<file path="config.mk">
export PLATFORM = sky130hd
export DESIGN_NAME = twi_regbank
export DESIGN_NICKNAME = d
export VERILOG_FILES = /design/src/rtl/twi_pkg.sv /design/src/rtl/twi_glitch_filter.sv /design/src/rtl/twi_bus_engine.sv /design/src/rtl/twi_reg_file.sv /design/src/rtl/twi_regbank.sv
export SDC_FILE = /design/constraint.sdc
export NUM_CORES = 1
export LEC_CHECK = 0
export ABC_CLOCK_PERIOD_IN_PS = 11400
export BUFFER_PORTS_ARGS = -buffer_cell sky130_fd_sc_hd__buf_2
export CAP_MARGIN = 0
export CORE_ASPECT_RATIO = 2
export CORE_MARGIN = 2
export CORE_UTILIZATION = 40
export CTS_CLUSTER_DIAMETER = 150
export DETAILED_ROUTE_END_ITERATION = 7
export PLACE_DENSITY = 0.6
export SLEW_MARGIN = 20
export SYNTH_ARGS = -nofsm -noshare
export SYNTH_HDL_FRONTEND = slang
export SYNTH_SLANG_ARGS = --single-unit
</file>
<file path="constraint.sdc">
create_clock -name clk -period 11.4 [get_ports clk]
set_input_delay 1.71 -clock clk [delete_from_list [all_inputs] [get_ports clk]]
set_output_delay 1.71 -clock clk [all_outputs]
set_load 0.02 [all_outputs]
</file>
<file path="src/rtl/twi_pkg.sv">
package twi_pkg;

  typedef enum logic [2:0] {
    PH_IDLE,
    PH_DEV,
    PH_SUB,
    PH_WR,
    PH_RD,
    PH_WAIT
  } phase_t;

  localparam logic [5:0] DEV_ADDR_HI = 6'b100110;

  // Writable bit mask per sub-address; reserved bits are cleared.
  function automatic logic [7:0] keep_mask(input logic [7:0] sub);
    case (sub)
      8'h03, 8'h04: keep_mask = 8'hF8;
      8'h0F:        keep_mask = 8'hFE;
      default:      keep_mask = 8'hFF;
    endcase
  endfunction

endpackage

</file>
<file path="src/rtl/twi_glitch_filter.sv">
module twi_glitch_filter #(
  parameter int FILT_LEN = 4
) (
  input  logic clk,
  input  logic rst_n,
  input  logic din,
  output logic dout
);
  localparam int CW = (FILT_LEN > 2) ? $clog2(FILT_LEN) : 1;

  logic          s1_q, s2_q;
  logic          out_q, out_n;
  logic [CW-1:0] cnt_q, cnt_n;

  always_ff @(posedge clk or negedge rst_n) begin
    if (!rst_n) begin
      s1_q <= 1'b1;
      s2_q <= 1'b1;
    end else begin
      s1_q <= din;
      s2_q <= s1_q;
    end
  end

  always_comb begin
    out_n = out_q;
    cnt_n = '0;
    if (s2_q != out_q) begin
      if (cnt_q == CW'(FILT_LEN - 1)) out_n = s2_q;
      else                            cnt_n = cnt_q + 1'b1;
    end
  end

  always_ff @(posedge clk or negedge rst_n) begin
    if (!rst_n) begin
      out_q <= 1'b1;
      cnt_q <= '0;
    end else begin
      out_q <= out_n;
      cnt_q <= cnt_n;
    end
  end

  assign dout = out_q;

  // the filtered level only ever moves to the synchronized input level
  assert_filter_follows_R10: assert property (@(posedge clk) disable iff (!rst_n)
    !$stable(out_q) |-> (out_q == $past(s2_q)));

  // agreeing input never moves the output
  assert_filter_holds_R10: assert property (@(posedge clk) disable iff (!rst_n)
    (s2_q == out_q) |=> $stable(out_q));

endmodule

</file>
<file path="src/rtl/twi_bus_engine.sv">
module twi_bus_engine
  import twi_pkg::*;
(
  input  logic       clk,
  input  logic       rst_n,
  input  logic       scl,
  input  logic       sda,
  input  logic       addr_sel,
  input  logic [7:0] rd_data,
  output logic [7:0] ptr,
  output logic       wr_en,
  output logic [7:0] wr_addr,
  output logic [7:0] wr_data,
  output logic       sda_low
);
  phase_t     phase_q, phase_n;
  logic [3:0] cnt_q, cnt_n;
  logic [7:0] sh_q, sh_n;
  logic [7:0] tx_q, tx_n;
  logic [7:0] ptr_q, ptr_n;
  logic       rw_q, rw_n;
  logic       mack_q, mack_n;
  logic       drv_q, drv_n;
  logic       scl_q, sda_q;

  logic scl_rise, scl_fall, start_ev, stop_ev, active;

  assign scl_rise = scl & ~scl_q;
  assign scl_fall = ~scl & scl_q;
  assign start_ev = scl & scl_q & sda_q & ~sda;
  assign stop_ev  = scl & scl_q & ~sda_q & sda;
  assign active   = (phase_q != PH_IDLE) && (phase_q != PH_WAIT);

  always_comb begin
    phase_n = phase_q;
    cnt_n   = cnt_q;
    sh_n    = sh_q;
    tx_n    = tx_q;
    ptr_n   = ptr_q;
    rw_n    = rw_q;
    mack_n  = mack_q;
    drv_n   = drv_q;
    wr_en   = 1'b0;
    wr_addr = ptr_q;
    wr_data = sh_q;
    if (start_ev) begin
      phase_n = PH_DEV;
      cnt_n   = '0;
      drv_n   = 1'b0;
    end else if (stop_ev) begin
      phase_n = PH_IDLE;
      cnt_n   = '0;
      drv_n   = 1'b0;
    end else if (active) begin
      if (scl_rise) begin
        if (cnt_q < 4'd8) begin
          sh_n  = {sh_q[6:0], sda};
          cnt_n = cnt_q + 4'd1;
        end else begin
          mack_n = ~sda;
          cnt_n  = 4'd9;
        end
      end else if (scl_fall) begin
        if (cnt_q == 4'd8) begin
          case (phase_q)
            PH_DEV: begin
              if (sh_q[7:1] == {DEV_ADDR_HI, addr_sel}) begin
                drv_n = 1'b1;
                rw_n  = sh_q[0];
              end else begin
                phase_n = PH_WAIT;
                drv_n   = 1'b0;
              end
            end
            PH_SUB: begin
              ptr_n = sh_q;
              drv_n = 1'b1;
            end
            PH_WR: begin
              wr_en = 1'b1;
              ptr_n = ptr_q + 8'd1;
              drv_n = 1'b1;
            end
            default: drv_n = 1'b0;
          endcase
        end else if (cnt_q == 4'd9) begin
          cnt_n = '0;
          drv_n = 1'b0;
          case (phase_q)
            PH_DEV: begin
              if (rw_q) begin
                phase_n = PH_RD;
                tx_n    = rd_data;
                ptr_n   = ptr_q + 8'd1;
                drv_n   = ~rd_data[7];
              end else begin
                phase_n = PH_SUB;
              end
            end
            PH_SUB: phase_n = PH_WR;
            PH_RD: begin
              if (mack_q) begin
                tx_n  = rd_data;
                ptr_n = ptr_q + 8'd1;
                drv_n = ~rd_data[7];
              end else begin
                phase_n = PH_WAIT;
              end
            end
            default: phase_n = phase_q;
          endcase
        end else if ((phase_q == PH_RD) && (cnt_q != 4'd0)) begin
          tx_n  = {tx_q[6:0], 1'b0};
          drv_n = ~tx_q[6];
        end
      end
    end
  end

  always_ff @(posedge clk or negedge rst_n) begin
    if (!rst_n) begin
      phase_q <= PH_IDLE;
      cnt_q   <= '0;
      sh_q    <= '0;
      tx_q    <= '0;
      ptr_q   <= '0;
      rw_q    <= 1'b0;
      mack_q  <= 1'b0;
      drv_q   <= 1'b0;
      scl_q   <= 1'b1;
      sda_q   <= 1'b1;
    end else begin
      phase_q <= phase_n;
      cnt_q   <= cnt_n;
      sh_q    <= sh_n;
      tx_q    <= tx_n;
      ptr_q   <= ptr_n;
      rw_q    <= rw_n;
      mack_q  <= mack_n;
      drv_q   <= drv_n;
      scl_q   <= scl;
      sda_q   <= sda;
    end
  end

  assign ptr     = ptr_q;
  assign sda_low = drv_q;

  // the SDA drive moves only at an edge where SCL is low
  assert_drive_scl_low_R11: assert property (@(posedge clk) disable iff (!rst_n)
    !$stable(drv_q) |-> !$past(scl));

  // a rejected or finished transfer never drives the bus
  assert_wait_silent_R2: assert property (@(posedge clk) disable iff (!rst_n)
    (phase_q == PH_WAIT) |-> !drv_q);

  // every stored byte is acknowledged in the next cycle
  assert_write_acked_R4: assert property (@(posedge clk) disable iff (!rst_n)
    wr_en |=> drv_q);

endmodule

</file>
<file path="src/rtl/twi_reg_file.sv">
module twi_reg_file
  import twi_pkg::*;
#(
  parameter logic [7:0] BASE_ADDR = 8'h03,
  parameter int         NUM_REGS  = 19,
  parameter logic [7:0] RO_ADDR   = 8'h14
) (
  input  logic                  clk,
  input  logic                  rst_n,
  input  logic                  wr_en,
  input  logic [7:0]            wr_addr,
  input  logic [7:0]            wr_data,
  input  logic [7:0]            rd_addr,
  input  logic [7:0]            status_in,
  output logic [7:0]            rd_data,
  output logic [8*NUM_REGS-1:0] cfg_flat,
  output logic [NUM_REGS-1:0]   wr_stb
);
  logic [7:0] slot [NUM_REGS];

  for (genvar i = 0; i < NUM_REGS; i++) begin : g_reg
    localparam logic [7:0] SUB  = 8'(int'(BASE_ADDR) + i);
    localparam logic [7:0] MASK = keep_mask(SUB);
    if (SUB == RO_ADDR) begin : g_ro
      assign slot[i]   = status_in;
      assign wr_stb[i] = 1'b0;
    end else begin : g_rw
      logic [7:0] val_q, val_n;
      logic       hit, stb_q;
      assign hit = wr_en && (wr_addr == SUB);
      always_comb begin
        val_n = val_q;
        if (hit) val_n = wr_data & MASK;
      end
      always_ff @(posedge clk or negedge rst_n) begin
        if (!rst_n) begin
          val_q <= '0;
          stb_q <= 1'b0;
        end else begin
          val_q <= val_n;
          stb_q <= hit;
        end
      end
      assign slot[i]   = val_q;
      assign wr_stb[i] = stb_q;

      // reserved bits of a stored register stay clear
      assert_reserved_zero_R8: assert property (@(posedge clk) disable iff (!rst_n)
        (val_q & ~MASK) == 8'h00);
    end
    assign cfg_flat[8*i +: 8] = slot[i];
  end

  always_comb begin
    rd_data = 8'h00;
    for (int i = 0; i < NUM_REGS; i++) begin
      if (rd_addr == 8'(int'(BASE_ADDR) + i)) rd_data = slot[i];
    end
  end

  // at most one register is strobed per cycle
  assert_single_strobe_R4: assert property (@(posedge clk) disable iff (!rst_n)
    $onehot0(wr_stb));

endmodule

</file>
<file path="src/rtl/twi_regbank.sv">
module twi_regbank #(
  parameter int         FILT_LEN  = 4,
  parameter logic [7:0] BASE_ADDR = 8'h03,
  parameter int         NUM_REGS  = 19,
  parameter logic [7:0] RO_ADDR   = 8'h14
) (
  input  logic                  clk,
  input  logic                  rst_n,
  input  logic                  scl_in,
  input  logic                  sda_in,
  input  logic                  addr_sel,
  input  logic [7:0]            status_in,
  output logic                  sda_drive_low,
  output logic [8*NUM_REGS-1:0] cfg_regs,
  output logic [NUM_REGS-1:0]   cfg_wr_stb
);
  logic [1:0] rst_sq;
  logic       rst_core_n;

  always_ff @(posedge clk or negedge rst_n) begin
    if (!rst_n) rst_sq <= 2'b00;
    else        rst_sq <= {rst_sq[0], 1'b1};
  end
  assign rst_core_n = rst_sq[1];

  logic [1:0] line_raw, line_flt;
  assign line_raw = {sda_in, scl_in};

  for (genvar g = 0; g < 2; g++) begin : g_line
    twi_glitch_filter #(.FILT_LEN(FILT_LEN)) u_filt (
      .clk  (clk),
      .rst_n(rst_core_n),
      .din  (line_raw[g]),
      .dout (line_flt[g])
    );
  end

  logic [7:0] ptr, rd_data, wr_addr, wr_data;
  logic       wr_en;

  twi_bus_engine u_engine (
    .clk     (clk),
    .rst_n   (rst_core_n),
    .scl     (line_flt[0]),
    .sda     (line_flt[1]),
    .addr_sel(addr_sel),
    .rd_data (rd_data),
    .ptr     (ptr),
    .wr_en   (wr_en),
    .wr_addr (wr_addr),
    .wr_data (wr_data),
    .sda_low (sda_drive_low)
  );

  twi_reg_file #(
    .BASE_ADDR(BASE_ADDR),
    .NUM_REGS (NUM_REGS),
    .RO_ADDR  (RO_ADDR)
  ) u_regs (
    .clk      (clk),
    .rst_n    (rst_core_n),
    .wr_en    (wr_en),
    .wr_addr  (wr_addr),
    .wr_data  (wr_data),
    .rd_addr  (ptr),
    .status_in(status_in),
    .rd_data  (rd_data),
    .cfg_flat (cfg_regs),
    .wr_stb   (cfg_wr_stb)
  );

endmodule

</file>
==> summary.txt <==
Post-CTS sizing -> 0
Crit end category -> output pin
H-tree levels -> 1
Die height -> 230 µm
Post-Route Skew -> 0.0163 ns
WHS -> 0.356 ns
Core area -> 25100 µm²
GRT Util Overall -> 27.4%
DRC -> 0
Die Width -> 117 µm
Inserted Clock Buffers -> 19
Vias in the first global route -> 8615
Max FO, Critical Path -> 2
Final Max Tran Viols -> 0
R2R cell count -> 7
Sequential standard cell area -> 5070 µm²
P&R area growth vs syn -> 14.9%
Worst-Skew Late Latency -> 0.51 ns
Commonest non-fill, non-tap cell in the layout -> dfrtp_1
VDD IR max -> 0.0839 mV
ANT cells -> 0
Final layout net count -> 1115
Mean post-synth cell area -> 10.6 µm²
Routability cong. -> 0.977
Critical path's largest stage delay -> 0.15 ns
Final hold vios -> 0
Kind of critical path -> input port to output pin
Startpoint types -> input port
Post-synth top flop -> dfrtp_1
Die ar. -> 27000 µm²
Leakage -> 5.98 nW
# port buffers -> 176
Hold_buf cts -> 0
RSZ-0062 raised after global routing -> no
Synth warn -> 0
Cell family with most CP delay -> buffers and inverters
Initial antenna violation count -> 0
Initial DRT Pass Iterations -> 7
Starting Density -> 40.7%
Setup bufs post-CTS -> 0
Gr ovfl total -> 0
F_max -> 272 MHz
Dpl hpwl -> 26.5 mm
Initial DRC Count -> 648
Fill cell count -> 2430
Slew headroom -> 34.3%
Clock sinks -> 202
Max cap viols -> 0
Routed Antenna Nets -> 0
Vias/cell -> 6.00
Final TNS setup -> 0 ns
Register area share after synthesis -> 49.5%
Largest net degree at the start of global routing -> 76
EDFF count, synth -> 0
Endpoints failing setup -> 0
First-pass GRT wire length -> 54.1 mm
Post-placement cell area -> 11200 µm²
Hold/Removal Path Class -> flip-flop to flip-flop
Most frequent cells in the layout -> dfrtp_1 (193), buf_2 (176), mux2_2 (145), nand2_1 (66), a21oi_1 (61)
Drt wl/cell -> 25.6 µm
Pre-CTS WS -> 7.72 ns
Slowest-stage cell, CP -> buf_2
CTS Buffer Depth -> 3
Worst path bufs/invs -> 2
Vias -> 8628
Crit path arrival time -> 1.97 ns
Final period utilization -> 32.3%
Worst hold path cell count -> 0
CTS tree -> done
CTS root buf -> clkbuf_16
Mapped Cells -> 968
Cell mode on critical path -> buf_2
Worst setup margin -> 7.72 ns
WL final -> 36.8 mm
Multi-input gate area -> 4580 µm²
Worst path cell trace -> buf_2, buf_2
Share of cells above drive strength 1 -> 35.2%
Power Density -> 125 nW/µm²
Tmin final -> 3.68 ns
Count of unique library cells instantiated by Yosys -> 64
Seq cells post-synth -> 202
Worst slew pin tran -> 0.986 ns
Crit path required time -> 9.69 ns
# IOs -> 185
Status -> finished clean
Clk slew on worst S/H paths -> 0.06 ns
Async SR Flop Fraction -> 100%
Cell area after layout -> 11800 µm²
Critical path depth in cells -> 2
# rows -> 82
Post-Syn Area -> 10200 µm²
==> power breakdown <==
part | internal (mW) | total, mW | leakage (nW) | switching (mW)
Sequential | 0.739 | 0.778 | 2.74 | 0.0386
Clock | 0.328 | 0.615 | 0.287 | 0.287
Combinational | 0.0342 | 0.0843 | 2.95 | 0.0501
==> final cells by class <==
class,count,share of cell area [%]
inverter,35,1.12
sequential,202,43.1
clock buffer,25,4.49
multi-input combinational,641,38.9
timing repair buffer,191,8.44
clock inverter,8,0.393
tap,336,3.57
==> per-layer routing <==
metal	vias up	GRT usage (%)	part of all wire [%]
li1	3702	-	-
met1	4330	29.3	33
met2	449	49.1	54
met4	0	18.2	7.6
met5	-	0	0
met3	147	3.00	5.4
==> synthesized netlist by cell type (all sizes together) (3+ instances only) <==
cell     count  area [µm²]
o211ai      13        97.6
buf         47         309
dfstp        8         210
clkbuf      50         188
mux2i        5        50.1
nor3        27         158
nor2        50         190
nand3       23         115
a31oi       10        62.6
o221ai       6        52.6
o21ai       58         290
a22oi        9        67.6
nor2b       11        76.3
a22o         5        43.8
ha          12         150
xnor2        5        43.8
a211oi       8        60.1
a221o        3        30.0
dfrtp      194        4850
nand3b       5        37.5
nor4         6        52.6
o2111ai      4        35.0
a2bb2oi      3        26.3
o22ai        9        56.3
nor3b        4        30.0
inv         34         128
mux2       145        1630
nand2b      15        93.8
a32oi        6        52.6
or3         10        62.6
nand4        5        31.3
nand2       66         248
a221oi       9        78.8
a21oi       62         310
and3         6        37.5
==> worst paths after layout <==
check                                     from                             to  slack, ns
worst max-delay path              status_in[4]                  cfg_regs[140]       7.72
worst min-delay path                 rst_sq[0]                      rst_sq[1]       0.36
worst max register to register  u_engine.scl_q  u_regs.g_reg[5].g_rw.val_q[5]       8.03
worst min register to register       rst_sq[0]                      rst_sq[1]       0.36
max in group asynchronous            rst_sq[1]      g_line[1].u_filt.cnt_q[1]       9.58
min in group asynchronous            rst_sq[1]     u_regs.g_reg[2].g_rw.stb_q       0.37
==> state kept, by name, summed over array words and instances, names as in the netlist <==
register and flops:
u_engine.scl_q 1, g_line.u_filt.dout 2, u_engine.sda_low 1, u_engine.cnt_q 4, u_engine.rw_q 1, u_engine.tx_q 7
u_engine.sda_q 1, g_line.u_filt.cnt_q 4, u_engine.wr_data 8, u_regs.g.g_rw.val_q 137, u_regs.g.g_rw.stb_q 18, u_engine.ptr 8
u_engine.mack_q 1, u_engine.phase_q 3, g_line.u_filt.s2_q 2, rst_sq 2, g_line.u_filt.s1_q 2
==> metrics by stage <==
step	std cells	utilization, %	power [mW]
4_1_cts	1438	46.8	1.49
5_1_grt	1438	46.8	1.53
3_3_place_gp	1405	44.5	0.875
6_report	1438	46.8	1.48
2_1_floorplan	975	-	0.848
3_5_place_dp	1405	44.5	0.878
==> kinds of logic after synthesis <==
logic type | count (synthesis) | synth area share (%)
other cells | 2 | 0.0733
simple gates | 240 | 12.0
mux | 150 | 16.4
fa+ha+maj | 12 | 1.47
compound gates | 224 | 13.9
flops | 202 | 49.5
buf+inv | 132 | 6.13
xor+xnor | 6 | 0.513
Note: power is estimated with default switching activity, not from simulation.
